### src/rtl/irq_pkg.sv
package irq_pkg;
  typedef enum logic [1:0] {
    LVL_NONE = 2'd0,
    LVL_LOW  = 2'd1,
    LVL_HIGH = 2'd2,
    LVL_TOP  = 2'd3
  } irq_lvl_e;
endpackage

### src/rtl/irq_qualify.sv
module irq_qualify #(
  parameter int N_SRC = 16
) (
  input  logic [N_SRC-1:0] req,
  input  logic [N_SRC-1:0] en,
  input  logic [N_SRC-1:0] phi,
  input  logic             glb,
  output logic             top_c,
  output logic [N_SRC-1:0] hi_c,
  output logic [N_SRC-1:0] lo_c
);
  logic unused_bits;
  assign unused_bits = ^{en[0], phi[0]};

  // power-fail line bypasses every mask
  assign top_c   = req[0];
  assign hi_c[0] = 1'b0;
  assign lo_c[0] = 1'b0;

  for (genvar i = 1; i < N_SRC; i++) begin : g_src
    logic q;
    assign q       = req[i] & en[i] & glb;
    assign hi_c[i] = q & phi[i];
    assign lo_c[i] = q & ~phi[i];
  end
endmodule

### src/rtl/irq_first.sv
module irq_first #(
  parameter int N_SRC = 16,
  parameter int IDW   = $clog2(N_SRC)
) (
  input  logic [N_SRC-1:0] cand,
  output logic             found,
  output logic [IDW-1:0]   idx
);
  // scan downward so the lowest set index is the last one written
  always_comb begin
    found = 1'b0;
    idx   = '0;
    for (int i = N_SRC - 1; i >= 0; i--) begin
      if (cand[i]) begin
        found = 1'b1;
        idx   = i[IDW-1:0];
      end
    end
  end
endmodule

### src/rtl/irq_svc_stack.sv
module irq_svc_stack #(
  parameter int NLVL = 3,
  parameter int LW   = $clog2(NLVL + 1)
) (
  input  logic          clk,
  input  logic          rst,
  input  logic          push,
  input  logic [LW-1:0] push_lvl,
  input  logic          pop,
  output logic [LW-1:0] cur_d,
  output logic [LW-1:0] cur_q
);
  // one bit per level; levels only nest upward, so a mask is a stack
  logic [NLVL:1] mask_q;
  logic [NLVL:1] mask_d;

  always_comb begin
    logic hit;
    mask_d = mask_q;
    hit    = 1'b0;
    if (pop) begin
      for (int l = NLVL; l >= 1; l--) begin
        if (!hit && mask_d[l]) begin
          mask_d[l] = 1'b0;
          hit       = 1'b1;
        end
      end
    end
    if (push) begin
      for (int l = 1; l <= NLVL; l++) begin
        if (int'(push_lvl) == l) mask_d[l] = 1'b1;
      end
    end
  end

  always_comb begin
    cur_d = '0;
    for (int l = 1; l <= NLVL; l++) begin
      if (mask_d[l]) cur_d = l[LW-1:0];
    end
  end

  always_ff @(posedge clk) begin
    if (rst) begin
      mask_q <= '0;
      cur_q  <= '0;
    end else begin
      mask_q <= mask_d;
      cur_q  <= cur_d;
    end
  end
endmodule

### src/rtl/irq_prio_ctrl.sv
module irq_prio_ctrl
  import irq_pkg::*;
#(
  parameter int N_SRC    = 16,
  parameter int VEC_W    = 16,
  parameter int VEC_BASE = 3,
  parameter int VEC_STEP = 8,
  parameter int PF_VEC   = 51,
  parameter int IDW      = $clog2(N_SRC)
) (
  input  logic             clk,
  input  logic             rst,
  input  logic [N_SRC-1:0] irq_req,
  input  logic [N_SRC-1:0] irq_en,
  input  logic [N_SRC-1:0] prio_hi,
  input  logic             glb_en,
  input  logic             ack,
  input  logic             reti,
  output logic             irq_out,
  output logic [IDW-1:0]   irq_id,
  output logic [VEC_W-1:0] irq_vec,
  output logic [1:0]       svc_level
);
  localparam int PF_SLOT = (PF_VEC - VEC_BASE) / VEC_STEP;
  localparam int NGRP    = 2;

  function automatic logic [VEC_W-1:0] vec_of(input logic [IDW-1:0] id);
    int s;
    s = int'(id) - 1;
    if (s >= PF_SLOT) s = s + 1;
    return VEC_W'(VEC_BASE + VEC_STEP * s);
  endfunction

  logic             top_c;
  logic [N_SRC-1:0] hi_c, lo_c;
  logic [N_SRC-1:0] grp_cand [NGRP];
  logic             grp_found[NGRP];
  logic [IDW-1:0]   grp_idx  [NGRP];

  irq_qualify #(.N_SRC(N_SRC)) u_qual (
    .req  (irq_req),
    .en   (irq_en),
    .phi  (prio_hi),
    .glb  (glb_en),
    .top_c(top_c),
    .hi_c (hi_c),
    .lo_c (lo_c)
  );

  // index 0 = low level, index 1 = high level
  assign grp_cand[0] = lo_c;
  assign grp_cand[1] = hi_c;

  for (genvar g = 0; g < NGRP; g++) begin : g_lvl
    irq_first #(.N_SRC(N_SRC), .IDW(IDW)) u_first (
      .cand (grp_cand[g]),
      .found(grp_found[g]),
      .idx  (grp_idx[g])
    );
  end

  logic             out_q;
  logic [IDW-1:0]   id_q;
  logic [VEC_W-1:0] vec_q;
  logic [1:0]       lvl_q;
  logic [1:0]       cur_d, cur_q;

  irq_svc_stack #(.NLVL(3), .LW(2)) u_stack (
    .clk     (clk),
    .rst     (rst),
    .push    (ack & out_q),
    .push_lvl(lvl_q),
    .pop     (reti),
    .cur_d   (cur_d),
    .cur_q   (cur_q)
  );

  logic [1:0]     win_lvl;
  logic [IDW-1:0] win_id;
  logic           take;

  always_comb begin
    win_lvl = LVL_NONE;
    win_id  = '0;
    if (top_c) begin
      win_lvl = LVL_TOP;
    end else if (grp_found[1]) begin
      win_lvl = LVL_HIGH;
      win_id  = grp_idx[1];
    end else if (grp_found[0]) begin
      win_lvl = LVL_LOW;
      win_id  = grp_idx[0];
    end
  end

  // compared against the stack as it stands after this cycle's ack/reti
  assign take = (win_lvl > cur_d);

  always_ff @(posedge clk) begin
    if (rst) begin
      out_q <= 1'b0;
      id_q  <= '0;
      vec_q <= '0;
      lvl_q <= '0;
    end else begin
      out_q <= take;
      id_q  <= take ? win_id : '0;
      lvl_q <= take ? win_lvl : 2'd0;
      if (!take)                   vec_q <= '0;
      else if (win_lvl == LVL_TOP) vec_q <= VEC_W'(PF_VEC);
      else                         vec_q <= vec_of(win_id);
    end
  end

  assign irq_out   = out_q;
  assign irq_id    = id_q;
  assign irq_vec   = vec_q;
  assign svc_level = cur_q;
endmodule

### config.mk
export PLATFORM = sky130hd
export DESIGN_NAME = irq_prio_ctrl
export DESIGN_NICKNAME = d
export VERILOG_FILES = /design/src/rtl/irq_pkg.sv /design/src/rtl/irq_qualify.sv /design/src/rtl/irq_first.sv /design/src/rtl/irq_svc_stack.sv /design/src/rtl/irq_prio_ctrl.sv
export SDC_FILE = /design/constraint.sdc
export NUM_CORES = 1
export LEC_CHECK = 0
export ABC_CLOCK_PERIOD_IN_PS = 7900
export BUFFER_PORTS_ARGS = -buffer_cell sky130_fd_sc_hd__buf_4
export CORE_MARGIN = 5
export CORE_UTILIZATION = 35
export DETAILED_ROUTE_END_ITERATION = 7
export PLACE_DENSITY_LB_ADDON = 0.05
export SLEW_MARGIN = 10
export SYNTH_ARGS = -nofsm -noshare
export SYNTH_HDL_FRONTEND = slang
export SYNTH_SLANG_ARGS = --single-unit
### constraint.sdc
create_clock -name clk -period 7.9 [get_ports clk]
set_input_delay 0.395 -clock clk [delete_from_list [all_inputs] [get_ports clk]]
set_output_delay 0.395 -clock clk [all_outputs]
set_load 0.005 [all_outputs]
# == After elaboration in Yosys (flattened, before gate mapping) ==
# Cells that the tools add are included.
# word_totals
ff_bits,28
input_bits,53
output_inout_bits,23
wordCells,184
# classes
add_sub_neg,3
n_lt_le_gt_ge,2
eq_ne,4
n_mux,85
bitwise,77
reduce_logical,6
# op_table
operator,n
4-bit 2-to-1 mux,33
1-bit bitwise AND,61
13-bit 2-to-1 mux,4
1-bit 2-to-1 mux,41
3-bit by 16-bit adder with 16-bit output (first input constant),1
1-bit inverter,16
2-bit 2-to-1 mux,4
5-bit by 2-bit adder with 6-bit output (second input constant),1
2-bit equality test (second input constant),3
3-bit 2-to-1 mux,2
6-bit 2-to-1 mux,1
5-bit by 4-bit >= comparator with 1-bit output (second input constant),1
4-bit by 1-bit subtractor with 5-bit output (second input constant),1
3-bit OR reduction,1
2-bit by 1-bit equality test with 1-bit output (second input constant),1
2-bit greater-than comparator,1
1-bit logical AND,2
1-bit zero test,2
2-bit OR reduction,1

# == Depth between registers and ports, before layout ==
# Gate-level depths: netlist of run 1.
# depth
word_depth,29
ltp_mapped,15

# == By module ==
# A second synthesis of run 1 with hierarchy kept.
# unflattened
hier_cells,223
area_unflattened_um2,1704.1
# modules_own_cells
module,instances,cells_per_inst,area_each_um2,seq_area_each_um2
irq_prio_ctrl,1,95,803.3,280.3
irq_first,2,33,178.9,0.0
irq_qualify,1,37,322.8,0.0
irq_svc_stack,1,25,220.2,100.1

# == Worst setup path after synthesis of run 1 ==
# Ideal clock, no wire load.
# synth_path
kind,input port to flip-flop
start,input glb_en
end,"register vec_q[6], in the netlist irq_vec[6]"
setup_ns,0.073
t_arrival_ns,2.823
t_required_ns,7.827
setup_slack_ns,5.004
stages,12
path_cell_list,buf_6 buf_8 nand4_1 nand3_1 or4_1 ha_1 a21oi_1 a211oi_1 nand2b_1 buf_1 a21o_1 nor3_2
# synth_lines
element,line_no,source
start: declaration,irq_prio_ctrl.sv:16,"input logic glb_en,"
1-bit bitwise AND,irq_qualify.sv:22,assign q = req[i] & en[i] & glb;
1-bit bitwise AND,irq_qualify.sv:23,assign hi_c[i] = q & phi[i];
1-bit 2-to-1 mux (14 in series),irq_first.sv:14,if (cand[i]) begin
1-bit 2-to-1 mux (*),irq_first.sv:14,
2-bit 2-to-1 mux (*),irq_prio_ctrl.sv:87,end else if (grp_found[1]) begin
2-bit 2-to-1 mux (*),irq_prio_ctrl.sv:85,if (top_c) begin
named net win_lvl[1],irq_prio_ctrl.sv:78,logic [1:0] win_lvl;
2-bit greater-than comparator,irq_prio_ctrl.sv:97,assign take = (win_lvl > cur_d);
1-bit inverter (no line),n/a,
3-bit OR reduction (no line) (*),n/a,
end signal: assignment,irq_prio_ctrl.sv:110,else if (win_lvl == LVL_TOP) vec_q <= VEC_W'(PF_VEC);
end signal: assignment,irq_prio_ctrl.sv:111,else vec_q <= vec_of(win_id);
end: declaration,irq_prio_ctrl.sv:64,logic [VEC_W-1:0] vec_q;
# Mark *: on every way through the listed nets, which the timed path passes. The rest lies on a longest branch. The select of a mux whose other input is x is not followed.
# A chain may end at the register's enable or synchronous reset.

# == Worst setup path after layout of run 1 ==
# layout_path
start,input glb_en
end,"register vec_q[6], in the netlist irq_vec[6]"
# layout_between
elab_chain_cells,27
# layout_rtl
element,line_no,source
1-bit bitwise AND,irq_qualify.sv:22,
1-bit bitwise AND,irq_qualify.sv:24,assign lo_c[i] = q & ~phi[i];
4-bit 2-to-1 mux / 1-bit 2-to-1 mux (equally long branches) (15 in series),irq_first.sv:14,
4-bit 2-to-1 mux,irq_prio_ctrl.sv:90,end else if (grp_found[0]) begin
4-bit 2-to-1 mux,irq_prio_ctrl.sv:87,
4-bit 2-to-1 mux,irq_prio_ctrl.sv:85,
4-bit by 1-bit subtractor with 5-bit output,irq_prio_ctrl.sv:29,s = int'(id) - 1;
5-bit by 2-bit adder with 6-bit output / 5-bit by 4-bit >= comparator with 1-bit output (equally long branches),irq_prio_ctrl.sv:30,if (s >= PF_SLOT) s = s + 1;
13-bit 2-to-1 mux,irq_prio_ctrl.sv:30,
13-bit 2-to-1 mux,irq_prio_ctrl.sv:110,
13-bit 2-to-1 mux,irq_prio_ctrl.sv:109,if (!take) vec_q <= '0;
13-bit 2-to-1 mux,irq_prio_ctrl.sv:100,if (rst) begin
3-bit by 16-bit adder with 16-bit output,irq_prio_ctrl.sv:31,return VEC_W'(VEC_BASE + VEC_STEP * s);
# Parallel ways exist; a longest one is shown, timed or not. The select of a mux whose other input is x is not followed.

==> results of run 1 <==
## registers in the layout (all words and copies together), names as in the netlist
signal and count:
u_stack.cur_q 2, irq_id 4, lvl_q 2, irq_out 1
u_stack.mask_q 3, irq_vec 7
## metrics by stage
| stage | instances | area [um2] |
|---|---|---|
| finish | 335 | 2250 |
| CTS | 335 | 2250 |
| floorplan | 208 | 1700 |
| detailed placement | 331 | 2200 |
| global placement | 331 | 2200 |
| global route | 335 | 2250 |
## cell usage after synthesis (all sizes together) (6+ instances only)
| cell type | count |
|---|---|
| inv | 6 |
| nand4b | 13 |
| and4b | 6 |
| nand4 | 24 |
| a21oi | 11 |
| o21ai | 11 |
| nor2 | 16 |
| dfxtp | 19 |
| nand2 | 13 |
| nor2b | 6 |
| nand3 | 6 |
| buf | 13 |
| nand2b | 7 |
## per-layer routing
layer  up-vias  global-route usage
met2        52               0.261
met1       804               0.166
met3         4              0.0135
met4         0              0.0309
met5         -                   0
li1        930                   -
## worst register-to-register path, delay by kind of cell (launching register included)
family / cells / cell delay, ps
AO/OA/AOI/OAI: 4 / 1260
adder cells (fa/ha/maj): 1 / 290
buffers and inverters: 1 / 60
flip-flops: 1 / 350
AND/OR/NAND/NOR: 3 / 670
## cell families (layout without fill, tap and decap cells)
logic type / Yosys count / count (layout) / synth area share
compound gates: 53 / 53 / 0.231
fa+ha+maj: 4 / 4 / 0.0295
buf+inv: 22 / 82 / 0.0840
flops: 19 / 19 / 0.224
other cells: 1 / 1 / 0.00221
simple gates: 109 / 109 / 0.430
## where the power goes
part / internal [mW] / switching, mW / leakage (nW) / total [mW]
logic: 0.0667 / 0.0729 / 0.859 / 0.140
clock network: 0.0354 / 0.0301 / 0.0217 / 0.0655
registers: 0.106 / 0.00477 / 0.156 / 0.111
## area by class of cell
class | count | area (um2) | share of cell area
timing repair buffer | 72 | 541 | 0.240
clock inverter | 1 | 7.51 | 0.00334
sequential | 19 | 380 | 0.169
clock buffer | 3 | 41.3 | 0.0183
inverter | 6 | 22.5 | 0.0100
multi-input combinational | 167 | 1170 | 0.522
tap | 67 | 83.8 | 0.0372
## worst min-delay path by stage
stage	endpoint	startpoint	cells past startpoint
2_1_floorplan	u_stack.cur_q[1]	rst	1
3_3_place_gp	u_stack.mask_q[2]	u_stack.mask_q[2]	2
3_5_place_dp	u_stack.mask_q[2]	u_stack.mask_q[2]	2
4_1_cts	u_stack.cur_q[1]	rst	2
5_1_grt	u_stack.cur_q[1]	rst	2
6_report	u_stack.mask_q[1]	rst	2
==> summary.md, run 1 <==
| Metric | Value |
|---|---|
| TritonCTS buffer count | 3 |
| Setup Skew | 5.01 ps |
| CP max stage delay | 550 ps |
| Max-slew headroom | 0.550 |
| Layout Utilization | 0.477 |
| Crit Path Class | in -> reg |
| Final Hold Viols | 0 |
| Setup ws final | 4710 ps |
| Reg clk slew, reported paths | 70 ps |
| Initial antenna violation count | 0 |
| FF-to-FF End | irq_vec[6] |
| Synth-to-Final Area Change | 32.6% |
| Power consumption | 316 uW |
| Resize count post-CTS | 0 |
| Reg2reg start | lvl_q[0] |
| Initial DRC Count | 110 |
| Routed length on met3 | 286 um |
| Hold WS | 353 ps |
| RSZ-0062 raised after global routing | false |
| Netlist Area Pre-Place | 1700 um2 |
| Max cap viols | 0 |
| Largest delay share family, worst path | simple AND/OR/NAND/NOR gates |
| Net count after synthesis | 265 |
| CP Launch Type | input port |
| CTS Sinks | 19 |
| Setup-failing EPs final | 0 |
| CTS H-tree depth | 1 |
| Worst VDD drop | 0.0000536 V |
| DRC viols | 0 |
| Largest net degree at the start of global routing | 34 |
| Flop2flop setup slack | 5190 ps |
| Clk_lat worst skew | 250 ps |
| Top Metal Used | met4 |
| Least-Margin Pin Slew | 673 ps |
| Crit path buf inv count | 1 |
| Total gr overflow | 0 |
| WL met1 | 1910 um |
| Die Footprint | 6340 um2 |
| Crit path max-delay cell type | a211oi_1 |
| Critical Path Fanout Max | 33 |
| Peak Freq | 313 MHz |
| Vias in the first global route | 1710 |
| Cts hold-fix bufs | 0 |
| YS warnings | 0 |
| I/O Buffers | 72 |
| First-pass GRT wire length | 7350 um |
| R2R depth | 9 |
| Crit path from | glb_en |
| Drt via density | 5.34 |
| Slew Limit Fails | 0 |
| Syn Inst Count | 208 |
| Wire per inst | 13.2 um |
| WL met2 | 2170 um |
| FILL cells | 493 |
| Seq/Total Area, Yosys | 0.224 |
| CTS Root Buffer Type | clkbuf_8 |
| Post-CTS setup repair buffer count | 0 |
| Dpl ws | 4380 ps |
| Main area contributors after synthesis | dfxtp_1, nand4_1, nand4b_1 |
| Library cells used by synthesis | 56 |
| Crit path required time | 8080 ps |
| Die Y | 79.7 um |
| EDFF count, synth | 0 |
| Status | finished, final reports clean |
| Async SR Flop Fraction | 0 |
| Leak pwr | 1.04 nW |
| Share of cells above drive strength 1 | 0.332 |
| Core footprint | 4720 um2 |
| Die width | 79.7 um |
| Final period util | 0.404 |
| IO Count | 76 |
| Post-synth top area share | 0.224 |
| Std cell rows | 25 |
| Final WL | 4410 um |
| Area leader, netlist | dfxtp_1 |
| CTS Buffer Depth | 2 |
| Commonest non-fill, non-tap cell in the layout | buf_4 |
| Diodes inserted | 0 |
| Setup TNS | 0 ps |
| Layout Nets | 326 |
| Number of synthesized register bits | 19 |
| CTS tree | yes |
| Commonest non-fill, non-tap cells in the layout | buf_4, nand4_1, dfxtp_1 |
| Global placement routability congestion | 0.801 |
| Predominant post-synthesis flop cell | dfxtp_1 |
| Gr usage total | 0.138 |
| Crit. End Element | register |
| Crit-path cells | buf_4, nand4b_2, nand3_1, nor4b_4, nor4_4, nor2_1, ha_1, a211oi_1, nand2b_1, a21o_1, nor3_2 |
| First-pass DRT Iterations | 4 |
| Starting Density | 0.359 |
| CP Capture Point | irq_vec[6] |
| Mapped Avg Cell Area | 8.16 um2 |
| Post-route ant nets | 0 |
| DPL Wire Length | 3740 um |
| Cell depth of the worst setup path | 11 |
| Hold/Removal Path Class | in -> reg |
| DR vias | 1790 |
| Final Critical Period | 3190 ps |
| Worst EP arrival | 3380 ps |
| Power Density | 141 nW/um2 |
Power figures use the tool's default switching activity.
==> run 2, diff against run 1 <==
- ABC_CLOCK_PERIOD_IN_PS: 7900 -> 2700
- clock period: 7.9 -> 2.7 ns (I/O delays scaled with it)
==> run 2 against run 1 <==
Net effect:
- clock-buffer cell count stayed put
- clock skew about the same
- routed wire length increased by 8.3%
- cell count increased by 14%
- worst hold slack got worse by 270 ps
- utilization is 7.6 points higher
- sequential power rose to 2.9 times the previous value
- power rose to 3.3 times the previous value
- setup slack worse by 4600 ps
- largest cell class unchanged
- sequential share of layout area down 2.3 points
==> summary.md, run 2 (synthesized netlist as in run 1, its figures left out) <==
| Metric | Value |
|---|---|
| Commonest non-fill, non-tap cell in the layout | buf_4 |
| Starting Density | 0.359 |
| DPL Wire Length | 4070 um |
| Die width | 79.7 um |
| First-pass DRT Iterations | 4 |
| CTS Sinks | 19 |
| Critical Path Fanout Max | 33 |
| Peak Freq | 392 MHz |
| Worst VDD drop | 0.000145 V |
| CTS H-tree depth | 1 |
| Power Density | 395 nW/um2 |
| CP Launch Type | input port |
| Std cell rows | 25 |
| Layout Utilization | 0.552 |
| CTS Root Buffer Type | clkbuf_8 |
| Largest register FFs | 7 |
| Reg clk slew, reported paths | 70 ps |
| Diodes inserted | 0 |
| Least-Margin Pin Slew | 595 ps |
| Commonest non-fill, non-tap cells in the layout | buf_4, nand4_1, dfxtp_1 |
| IO Count | 76 |
| Power consumption | 1.03 mW |
| Post-route ant nets | 0 |
| Leak pwr | 1.26 nW |
| Fin cells | 381 |
| Area occupied by multi-input gates | 1190 um2 |
| Dpl ws | -84.4 ps |
| Max cap viols | 0 |
| DR vias | 1985 |
| Drt via density | 5.21 |
| DRC viols | 0 |
| Internal Power | 686 uW |
| Crit Path Class | in -> reg |
| FILL cells | 486 |
| Max-slew headroom | 0.600 |
| CTS Buffer Depth | 2 |
| Largest net degree at the start of global routing | 34 |
| Initial antenna violation count | 0 |
| Wire per inst | 12.5 um |
| Final Critical Period | 2550 ps |
| Core footprint | 4720 um2 |
| Status | finished, final reports clean |
| Global placement routability congestion | 0.774 |
| Sw Share | 0.335 |
| Share of cells above drive strength 1 | 0.436 |
| Hold/Removal Path Class | in -> reg |
| Placed Cells | 376 |
| Vias in the first global route | 1835 |
| Slew Limit Fails | 0 |
| Total gr overflow | 0 |
| Setup-failing EPs final | 0 |
| Crit. End Element | register |
| Sequential Power Share | 0.315 |
| Die Footprint | 6340 um2 |
| Combinational Power Share | 0.492 |
| Clk_lat worst skew | 260 ps |
| Crit path required time | 2840 ps |
| CTS tree | yes |
| Gr usage total | 0.147 |
| Setup Skew | 4.94 ps |
| First-pass GRT wire length | 7740 um |
| I/O Buffers | 72 |
| Worst EP arrival | 2690 ps |
| Clk pwr share | 0.193 |
| Die Y | 79.7 um |
| P_sw | 345 uW |
| Synth-to-Final Area Change | 53.6% |
| Initial DRC Count | 42 |
| FF/Latch Area | 380 um2 |
| RSZ-0062 raised after global routing | true |
| TritonCTS buffer count | 3 |
| Final WL | 4770 um |
| Setup ws final | 150 ps |
| Final Hold Viols | 0 |
| Final period util | 0.944 |
| Layout Nets | 372 |
[run 2: cell types whose count changed in the layout (fill, tap and decap cells not counted)]
cell / delta
or2_1: -1
buf_4: +46
or2_4: +1
a32o_2: +1
nor4_2: -1
a32o_1: -1
nor4_4: +1
[run 2: power groups by stage]
| stage | combinational [mW] | sequential [mW] | clock, mW |
|---|---|---|---|
| floorplan | 0.261 | 0.333 | 0 |
| global placement | 0.493 | 0.331 | 0 |
| detailed placement | 0.499 | 0.331 | 0 |
| CTS | 0.501 | 0.325 | 0.203 |
| global route | 0.558 | 0.329 | 0.220 |
| finish | 0.508 | 0.325 | 0.199 |
[run 2: what timing repair did]
item,4_1_cts,5_1_grt
setup buffers,0,1
hold buffers,0,0
endpoints found under the setup margin,0,2
gates resized for setup,0,3
[run 2: critical path: stages]
cell,delay (ps)
buf_4,200
nand4_1,180
nand4_1,160
or2_4,280
nor4_4,400
a32o_2,250
nand2b_1,70
ha_1,340
nor2_1,70
or4_4,410
a21oi_2,140
nor3_2,40
[run 2: layer usage]
metal | vias to the layer above | wire length (um) | GRT usage
met5 | - | 0 | 0
met4 | 0 | 61 | 0.0515
met3 | 5 | 247 | 0.0124
met2 | 54 | 2320 | 0.272
met1 | 898 | 2150 | 0.176
li1 | 1028 | - | -
[run 2: area by class of cell]
class / count / area share
clock inverter: 1 / 0.00288
tap: 67 / 0.0321
multi-input combinational: 167 / 0.455
timing repair buffer: 118 / 0.340
sequential: 19 / 0.146
inverter: 6 / 0.00863
clock buffer: 3 / 0.0158
[run 2: stage by stage]
step | setup TNS, ps | hold WS (ps) | area (um2)
final | 0 | 81.9 | 2610
after floorplan | 0 | 204 | 1700
after CTS | 0 | 80.5 | 2590
after global placement | -117 | 362 | 2540
after detailed placement | -151 | 357 | 2540
after global routing | -15.3 | 87.3 | 2610
[run 2: worst paths after layout]
| check | startpoint | end | cells after the start | slack (ps) |
|---|---|---|---|---|
| worst max-delay path | glb_en | irq_vec[6] | 12 | 150 |
| worst max register to register | lvl_q[0] | irq_vec[6] | 9 | 450 |
| worst min-delay path | rst | u_stack.cur_q[1] | 2 | 80 |
| worst min register to register | u_stack.mask_q[2] | u_stack.mask_q[2] | 2 | 540 |
